===== src/rtl/bms_pkg.sv =====
package bms_pkg;
  localparam int ADDR_W    = 16;
  localparam int DATA_W    = 8;
  localparam int IO_W      = 8;
  localparam int BANK_W    = 2;
  localparam int NUM_BANKS = 1 << BANK_W;
  localparam int SLOT_LSB  = 3;
  localparam int SLOT_W    = IO_W - SLOT_LSB;

  typedef enum logic [BANK_W-1:0] {
    BANK_BOOT_ROM = 2'd0,
    BANK_LOW_RAM  = 2'd1,
    BANK_EXP_A    = 2'd2,
    BANK_EXP_B    = 2'd3
  } bank_e;

  // Port code for a slot: only slots 0..7 exist, so upper bits stay zero.
  function automatic logic [SLOT_W-1:0] slot_code(input int unsigned slot);
    logic [SLOT_W-1:0] c;
    c = '0;
    c[2:0] = slot[2:0];
    return c;
  endfunction

  // One-hot active-high decode of a bank value.
  function automatic logic [NUM_BANKS-1:0] bank_onehot(input logic [BANK_W-1:0] b);
    logic [NUM_BANKS-1:0] v;
    v = '0;
    v[b] = 1'b1;
    return v;
  endfunction
endpackage


===== src/rtl/bms_io_decode.sv =====
module bms_io_decode
  import bms_pkg::*;
#(
  parameter int unsigned PORT_SLOT = 7
) (
  input  logic [IO_W-1:0] io_addr,
  input  logic            io_req_n,
  input  logic            write_n,
  input  logic            opfetch_n,
  output logic            port_hit,
  output logic            bank_load
);
  localparam logic [SLOT_W-1:0] SLOT_CODE = slot_code(PORT_SLOT);

  logic io_write;

  always_comb begin
    port_hit  = (io_addr[IO_W-1:SLOT_LSB] == SLOT_CODE);
    io_write  = !io_req_n && !write_n && opfetch_n;
    bank_load = port_hit && io_write;
  end
endmodule


===== src/rtl/bms_bank_reg.sv =====
module bms_bank_reg
  import bms_pkg::*;
(
  input  logic              clk,
  input  logic              rst_n,
  input  logic              load,
  input  logic [BANK_W-1:0] d,
  output bank_e             q
);
  always_ff @(posedge clk or negedge rst_n) begin
    if (!rst_n)    q <= BANK_BOOT_ROM;
    else if (load) q <= bank_e'(d);
  end
endmodule


===== src/rtl/bms_cs_gen.sv =====
module bms_cs_gen
  import bms_pkg::*;
(
  input  logic                 mem_req_n,
  input  logic                 upper_half,
  input  bank_e                bank,
  output logic [NUM_BANKS-1:0] low_cs_n,
  output logic                 high_cs_n
);
  logic [NUM_BANKS-1:0] bank_sel;
  logic                 low_access;

  always_comb begin
    bank_sel   = bank_onehot(bank);
    low_access = !mem_req_n && !upper_half;
    high_cs_n  = !(!mem_req_n && upper_half);
  end

  for (genvar i = 0; i < NUM_BANKS; i++) begin : g_low
    assign low_cs_n[i] = !(low_access && bank_sel[i]);
  end
endmodule


===== src/rtl/banked_mem_select.sv =====
module banked_mem_select
  import bms_pkg::*;
#(
  parameter int unsigned PORT_SLOT = 7
) (
  input  logic              clk,
  input  logic              rst_n,
  input  logic [ADDR_W-1:0] bus_addr,
  input  logic [DATA_W-1:0] bus_data,
  input  logic              mem_req_n,
  input  logic              io_req_n,
  input  logic              write_n,
  input  logic              opfetch_n,
  input  logic [1:0]        rom_window,
  output logic              boot_rom_cs_n,
  output logic              low_ram_cs_n,
  output logic              exp_a_cs_n,
  output logic              exp_b_cs_n,
  output logic              high_ram_cs_n,
  output logic              rom_a14,
  output logic              rom_a15
);
  logic                 port_hit;
  logic                 bank_load;
  bank_e                bank_q;
  logic [NUM_BANKS-1:0] low_cs_n;
  logic                 unused_bits;

  assign unused_bits = ^{bus_addr[ADDR_W-2:IO_W], bus_data[DATA_W-1:BANK_W]};

  bms_io_decode #(.PORT_SLOT(PORT_SLOT)) u_dec (
    .io_addr   (bus_addr[IO_W-1:0]),
    .io_req_n  (io_req_n),
    .write_n   (write_n),
    .opfetch_n (opfetch_n),
    .port_hit  (port_hit),
    .bank_load (bank_load)
  );

  bms_bank_reg u_reg (
    .clk   (clk),
    .rst_n (rst_n),
    .load  (bank_load),
    .d     (bus_data[BANK_W-1:0]),
    .q     (bank_q)
  );

  bms_cs_gen u_cs (
    .mem_req_n  (mem_req_n),
    .upper_half (bus_addr[ADDR_W-1]),
    .bank       (bank_q),
    .low_cs_n   (low_cs_n),
    .high_cs_n  (high_ram_cs_n)
  );

  assign boot_rom_cs_n = low_cs_n[BANK_BOOT_ROM];
  assign low_ram_cs_n  = low_cs_n[BANK_LOW_RAM];
  assign exp_a_cs_n    = low_cs_n[BANK_EXP_A];
  assign exp_b_cs_n    = low_cs_n[BANK_EXP_B];
  assign rom_a14       = rom_window[0];
  assign rom_a15       = rom_window[1];
endmodule


===== config.mk =====
export PLATFORM = sky130hd
export DESIGN_NAME = banked_mem_select
export DESIGN_NICKNAME = d
export VERILOG_FILES = /design/src/rtl/bms_pkg.sv /design/src/rtl/bms_io_decode.sv /design/src/rtl/bms_bank_reg.sv /design/src/rtl/bms_cs_gen.sv /design/src/rtl/banked_mem_select.sv
export SDC_FILE = /design/constraint.sdc
export NUM_CORES = 1
export LEC_CHECK = 0
export ABC_CLOCK_PERIOD_IN_PS = 800
export BUFFER_PORTS_ARGS = -buffer_cell sky130_fd_sc_hd__buf_2
export CAP_MARGIN = 20
export CORE_AREA = 2 2 39 41
export CTS_BUF_LIST = sky130_fd_sc_hd__clkbuf_8
export CTS_CLUSTER_SIZE = 14
export DETAILED_ROUTE_END_ITERATION = 6
export DIE_AREA = 0 0 41 43
export GPL_TIMING_DRIVEN = 0
export SETUP_SLACK_MARGIN = 0.2
export SLEW_MARGIN = 0
export SYNTH_ARGS = -nofsm -noshare
export SYNTH_HDL_FRONTEND = slang
export SYNTH_SLANG_ARGS = --single-unit

===== constraint.sdc =====
create_clock -name clk -period 0.8 [get_ports clk]
set_input_delay 0.08 -clock clk [delete_from_list [all_inputs] [get_ports clk]]
set_output_delay 0.08 -clock clk [all_outputs]
set_load 0.01 [all_outputs]

# After elaboration in Yosys (flattened, before gate mapping)
# Index checks and enable logic that the tools add are counted.
[word_totals] input_bits=32 output_inout_bits=7 register_bits=2 elab_cells=25
[classes] reduce_logical=19 order_cmp=2 muxes=2 n_eq_ne=1
[op_table] op="1-bit logical AND" count=10
[op_table] op="1-bit zero test" count=9
[op_table] op="5-bit by 3-bit == test with 1-bit output, second input constant" count=1
[op_table] op="2-bit by 3-bit < comparator with 1-bit output, second input constant" count=1
[op_table] op="1-bit demux with 2-bit select" count=1
[op_table] op="2-bit by 1-bit >= comparator with 1-bit output, second input constant" count=1
[op_table] op="1-bit 2-to-1 mux" count=1

# Depth between registers and ports, before layout
[logic_depth] ltp_word=6 depth_mapped=3 depth_no_buf=3

# Modules after synthesis
# From an unflattened synthesis, not the netlist that was laid out.
[unflattened] cells_unflattened=15 hier_area_um2=172.7
[by_module_without_submodules] module="bms_bank_reg" seq_area_each_um2=50.0 area_each_um2=72.6 instances=1 cells_each=4
[by_module_without_submodules] module="bms_cs_gen" seq_area_each_um2=0.0 area_each_um2=45.0 instances=1 cells_each=5
[by_module_without_submodules] module="bms_io_decode" seq_area_each_um2=0.0 area_each_um2=40.0 instances=1 cells_each=4
[by_module_without_submodules] module="banked_mem_select" seq_area_each_um2=0.0 area_each_um2=15.0 instances=1 cells_each=2

# Least setup slack after synthesis
# Ideal clock, no wire load.
[synth_timing] path_type="input -> register" from="input io_req_n" to="register u_reg.q[0]" arrival_time_ns=0.764 path_stages=3 setup_time_ns=0.128 required_time_ns=0.672 path_slack_ns=-0.092 path_buffers=0 path_cell_list="nand2b_4 -> nor4_4 -> mux2_1"
[synth_between] elab_chain_len=4
[synth_lines] element="start, declared" line_no="banked_mem_select.sv:11" source="input logic io_req_n,"
[synth_lines] element="1-bit zero test" line_no="bms_io_decode.sv:19" source="io_write = !io_req_n && !write_n && opfetch_n;"
[synth_lines] element="1-bit logical AND (2 in a row)" line_no="bms_io_decode.sv:19"
[synth_lines] element="1-bit logical AND" line_no="bms_io_decode.sv:20" source="bank_load = port_hit && io_write;"
[synth_lines] element="end signal, assigned" line_no="bms_bank_reg.sv:12" source="else if (load) q <= bank_e'(d);"
[synth_lines] element="end, declared" line_no="bms_bank_reg.sv:8" source="output bank_e q"
# Every way passes these cells.
# A chain may end at the register's enable or synchronous reset.

# Worst setup path after layout
[layout_timing] from="register u_reg.q[1]" to="output boot_rom_cs_n"
[layout_between] elab_chain_len=6 elab_cells_between_ends=7 cone_classes="order compare: 2; mux: 2; reduce/logical: 3"
[layout_lines] element="2-bit by 3-bit < comparator with 1-bit output (not written as such) / 2-bit by 1-bit >= comparator with 1-bit output (equally long branches)" line_no="bms_pkg.sv:29" source="v[b] = 1'b1;"
[layout_lines] element="1-bit logical AND (not written as such)" line_no="bms_pkg.sv:29"
[layout_lines] element="1-bit 2-to-1 mux (not written as such)" line_no="bms_pkg.sv:29"
[layout_lines] element="1-bit demux with 2-bit select *"
[layout_lines] element="1-bit logical AND *" line_no="bms_cs_gen.sv:20" source="assign low_cs_n[i] = !(low_access && bank_sel[i]);"
[layout_lines] element="1-bit zero test *" line_no="bms_cs_gen.sv:20"
[layout_lines] element="end, declared" line_no="banked_mem_select.sv:15" source="output logic boot_rom_cs_n,"
# Every way passes the cells marked *; elsewhere a longest branch is shown, timed or not.

==> summary.md <==
| Metric | Value |
|---|---|
| Status | complete, but fails checks |
| Failing checks | setup timing |
| TNS Setup | -0.9223 ns |
| Period utilization | 131.3% |
| Flop pwr share | 19.1% |
| Initial antenna violation count | 0 |
| Synth Warn # | 0 |
| Worst hold path type | in -> reg |
| Fin nets | 75 |
| Synth area leaders | dfrtp_1 (27%), nand4b_4 (13%), mux2_1 (12%) |
| Min Tclk post-route | 1.050 ns |
| Non-filler cells, final | 57 |
| Total power draw | 630.1 uW |
| Total CTS buffers | 3 |
| Regs by FF count | u_reg.q x2 |
| Rows | 14 |
| H-tree levels | 1 |
| Clk sink count | 2 |
| PD cells | 1662 mW/mm2 |
| WL final | 515 um |
| Hold Slack | 0.09255 ns |
| Worst-Margin Slew | 0.2559 ns |
| Slew Limit Fails | 0 |
| Crit path DAT | 0.97 ns |
| Int Power | 495.0 uW |
| Top FF cell, synth | dfrtp_1 |
| Sw Ratio | 21.44% |
| Distinct cells, synth | 12 |
| Syn avg cell area | 11.50 um2 |
| Final antenna-violating net count | 0 |
| CP max stage cell | dfrtp_1 |
| PortBufs | 20 |
| Core Footprint | 0.001384 mm2 |
| 1st-pass router iterations | 1 |
| Top Ports | 39 |
| Fill cells | 150 |
| Share of flip-flops with an asynchronous set or reset | 100.0% |
| Path type of the worst setup path | reg -> out |
| Inst Count DP | 52 |
| Rel. slew slack | 82.81% |
| Maximum vdd ir drop | 0.0007142 V |
| Total GRT Usage | 6.124% |
| Post-synthesis register bit count | 2 |
| Vias per cell | 3.754 |
| First-pass GRT wire length | 621 um |
| Crit path setup slack, layout | -0.2504 ns |
| Max Clock Freq | 952.0 MHz |
| Max_cap viols | 0 |
| Die Wd | 41 um |
| Final Wtd Congestion | 0.6322 |
| Synth Cell Area | 183.9 um2 |
| Top reg by flops | u_reg.q |
| RSZ-0062 raised after global routing | yes |
| Number of synthesized flops with an enable pin | 0 |
| CP required | 0.72 ns |
| Global route overflow | 0 |
| Worst-path clk slew | 0.03 ns |
| Clk_lat worst skew | 0.21 ns |
| Fraction of layout cells with a size suffix above 1 | 75.61% |
| Pleak | 0.0001918 uW |
| Chip Height | 43 um |
| Synth cell count leaders | buf_4 (2), dfrtp_1 (2), mux2_1 (2), nand2b_1 (2) |
| Crit path largest cell delay | 0.40 ns |
| Drt drc | 0 |
| CTS tree | done |
| Seq/Total Area, Yosys | 27.21% |
| Syn_nets | 48 |
| Initial DRC count | 0 |
| CTS Buffer Depth | 2 |
| Startpoint types | flop |
| CP Cell Sequence | nor3_2 -> nand2b_1 -> buf_2 |
| Max FFs per register | 2 |
| NetSw | 135.1 uW |
| Layout area overhead | 106.1% |
| N_diodes | 0 |
| Initial Util | 13.29% |
| Via count | 214 |
| Largest net degree at the start of global routing | 6 |
| Vias in the first global route | 190 |
| Clock power frac | 63.1% |
| Worst Path Max Fanout | 4 |
| Comb pwr share | 17.8% |
| Wire length per cell | 9.035 um |
| Die area | 0.001763 mm2 |
| Final hold viol count | 0 |
| Area leader, netlist | dfrtp_1 |
| Mapped Cells | 16 |
| CTS root buffer | clkbuf_8 |
| Yosys top cell area share | 27.21% |
| Clock Skew | 0 ns |
| CP Capture Type | output port |
| Final setup fails | 6 |
metrics by stage:
stage          area, um2  worst slack, ns  utilization, %
6_report           379.1          -0.2504           27.40
2_1_floorplan      188.9         -0.09204               -
3_5_place_dp       309.0          -0.2606           22.33
4_1_cts            360.3          -0.2649           26.04
5_1_grt            379.1          -0.3134           27.40
3_3_place_gp       309.0          -0.2460           22.33
layout by cell type, fill, tap and decap left out, drive strengths merged:
| master | n |
|---|---|
| buf | 23 |
| clkbuf | 3 |
| nand2b | 3 |
| mux2 | 2 |
| dfrtp | 2 |
| nor3 | 1 |
| nand2 | 1 |
| nor2 | 1 |
| nand3b | 1 |
| nand3 | 1 |
| nand4b | 1 |
| nor4 | 1 |
| dlygate4sd3 | 1 |
worst max-delay path, delay by kind of cell (launching register included):
family,cells,cell delay [ns]
flops,1,0.40
simple gates,2,0.22
buf+inv,1,0.14
kinds of logic (layout without fill, tap and decap cells):
group                  after synthesis  count (layout)  share of synthesized area (%)
AND/OR/NAND/NOR                     10              10                          52.37
multiplexers                         2               2                          12.24
flip-flops                           2               2                          27.21
buffers and inverters                2              27                          8.161
layer usage:
metal | GRT usage, % | up-vias | wire (um)
li1 | - | 105 | -
met1 | 4.502 | 94 | 172
met2 | 9.063 | 13 | 267
met3 | 1.571 | 2 | 60
met4 | 10.00 | 0 | 16
met5 | 0 | - | 0
layout make-up:
class	count	area [um2]	share of cell area [%]
multi-input cells	12	128.9	33.99
repair buffers	22	123.9	32.67
flip-flops and latches	2	50.05	13.20
clock buffers	3	41.29	10.89
well taps	16	20.02	5.281
plain buffers	2	15.01	3.960
repair_timing:
item,CTS,global route
gates resized for setup,0,2
endpoints found under the setup margin,6,6
hold endpoints to repair,2,0
hold buffers,1,0
buffers inserted,0,1
final timing paths:
kind / from / to / slack [ns] / depth (start not counted)
min in group asynchronous: rst_n / u_reg.q[1] / 0.18 / 2
setup reg to reg: u_reg.q[0] / u_reg.q[0] / -0.02 / 1
hold reg to reg: u_reg.q[1] / u_reg.q[1] / 0.57 / 1
max in group asynchronous: rst_n / u_reg.q[0] / 0.52 / 2
hold / removal: bus_data[1] / u_reg.q[1] / 0.09 / 2
setup / recovery: u_reg.q[1] / boot_rom_cs_n / -0.25 / 3
power by group through the flow:
stage          clock network, uW  registers [uW]  logic [uW]
2_1_floorplan                  0             118        45.0
3_3_place_gp                   0             120         100
3_5_place_dp                   0             121         102
4_1_cts                      415             120         106
5_1_grt                      416             122         122
6_report                     398             120         112
Note: power is estimated with default switching activity, not from simulation.
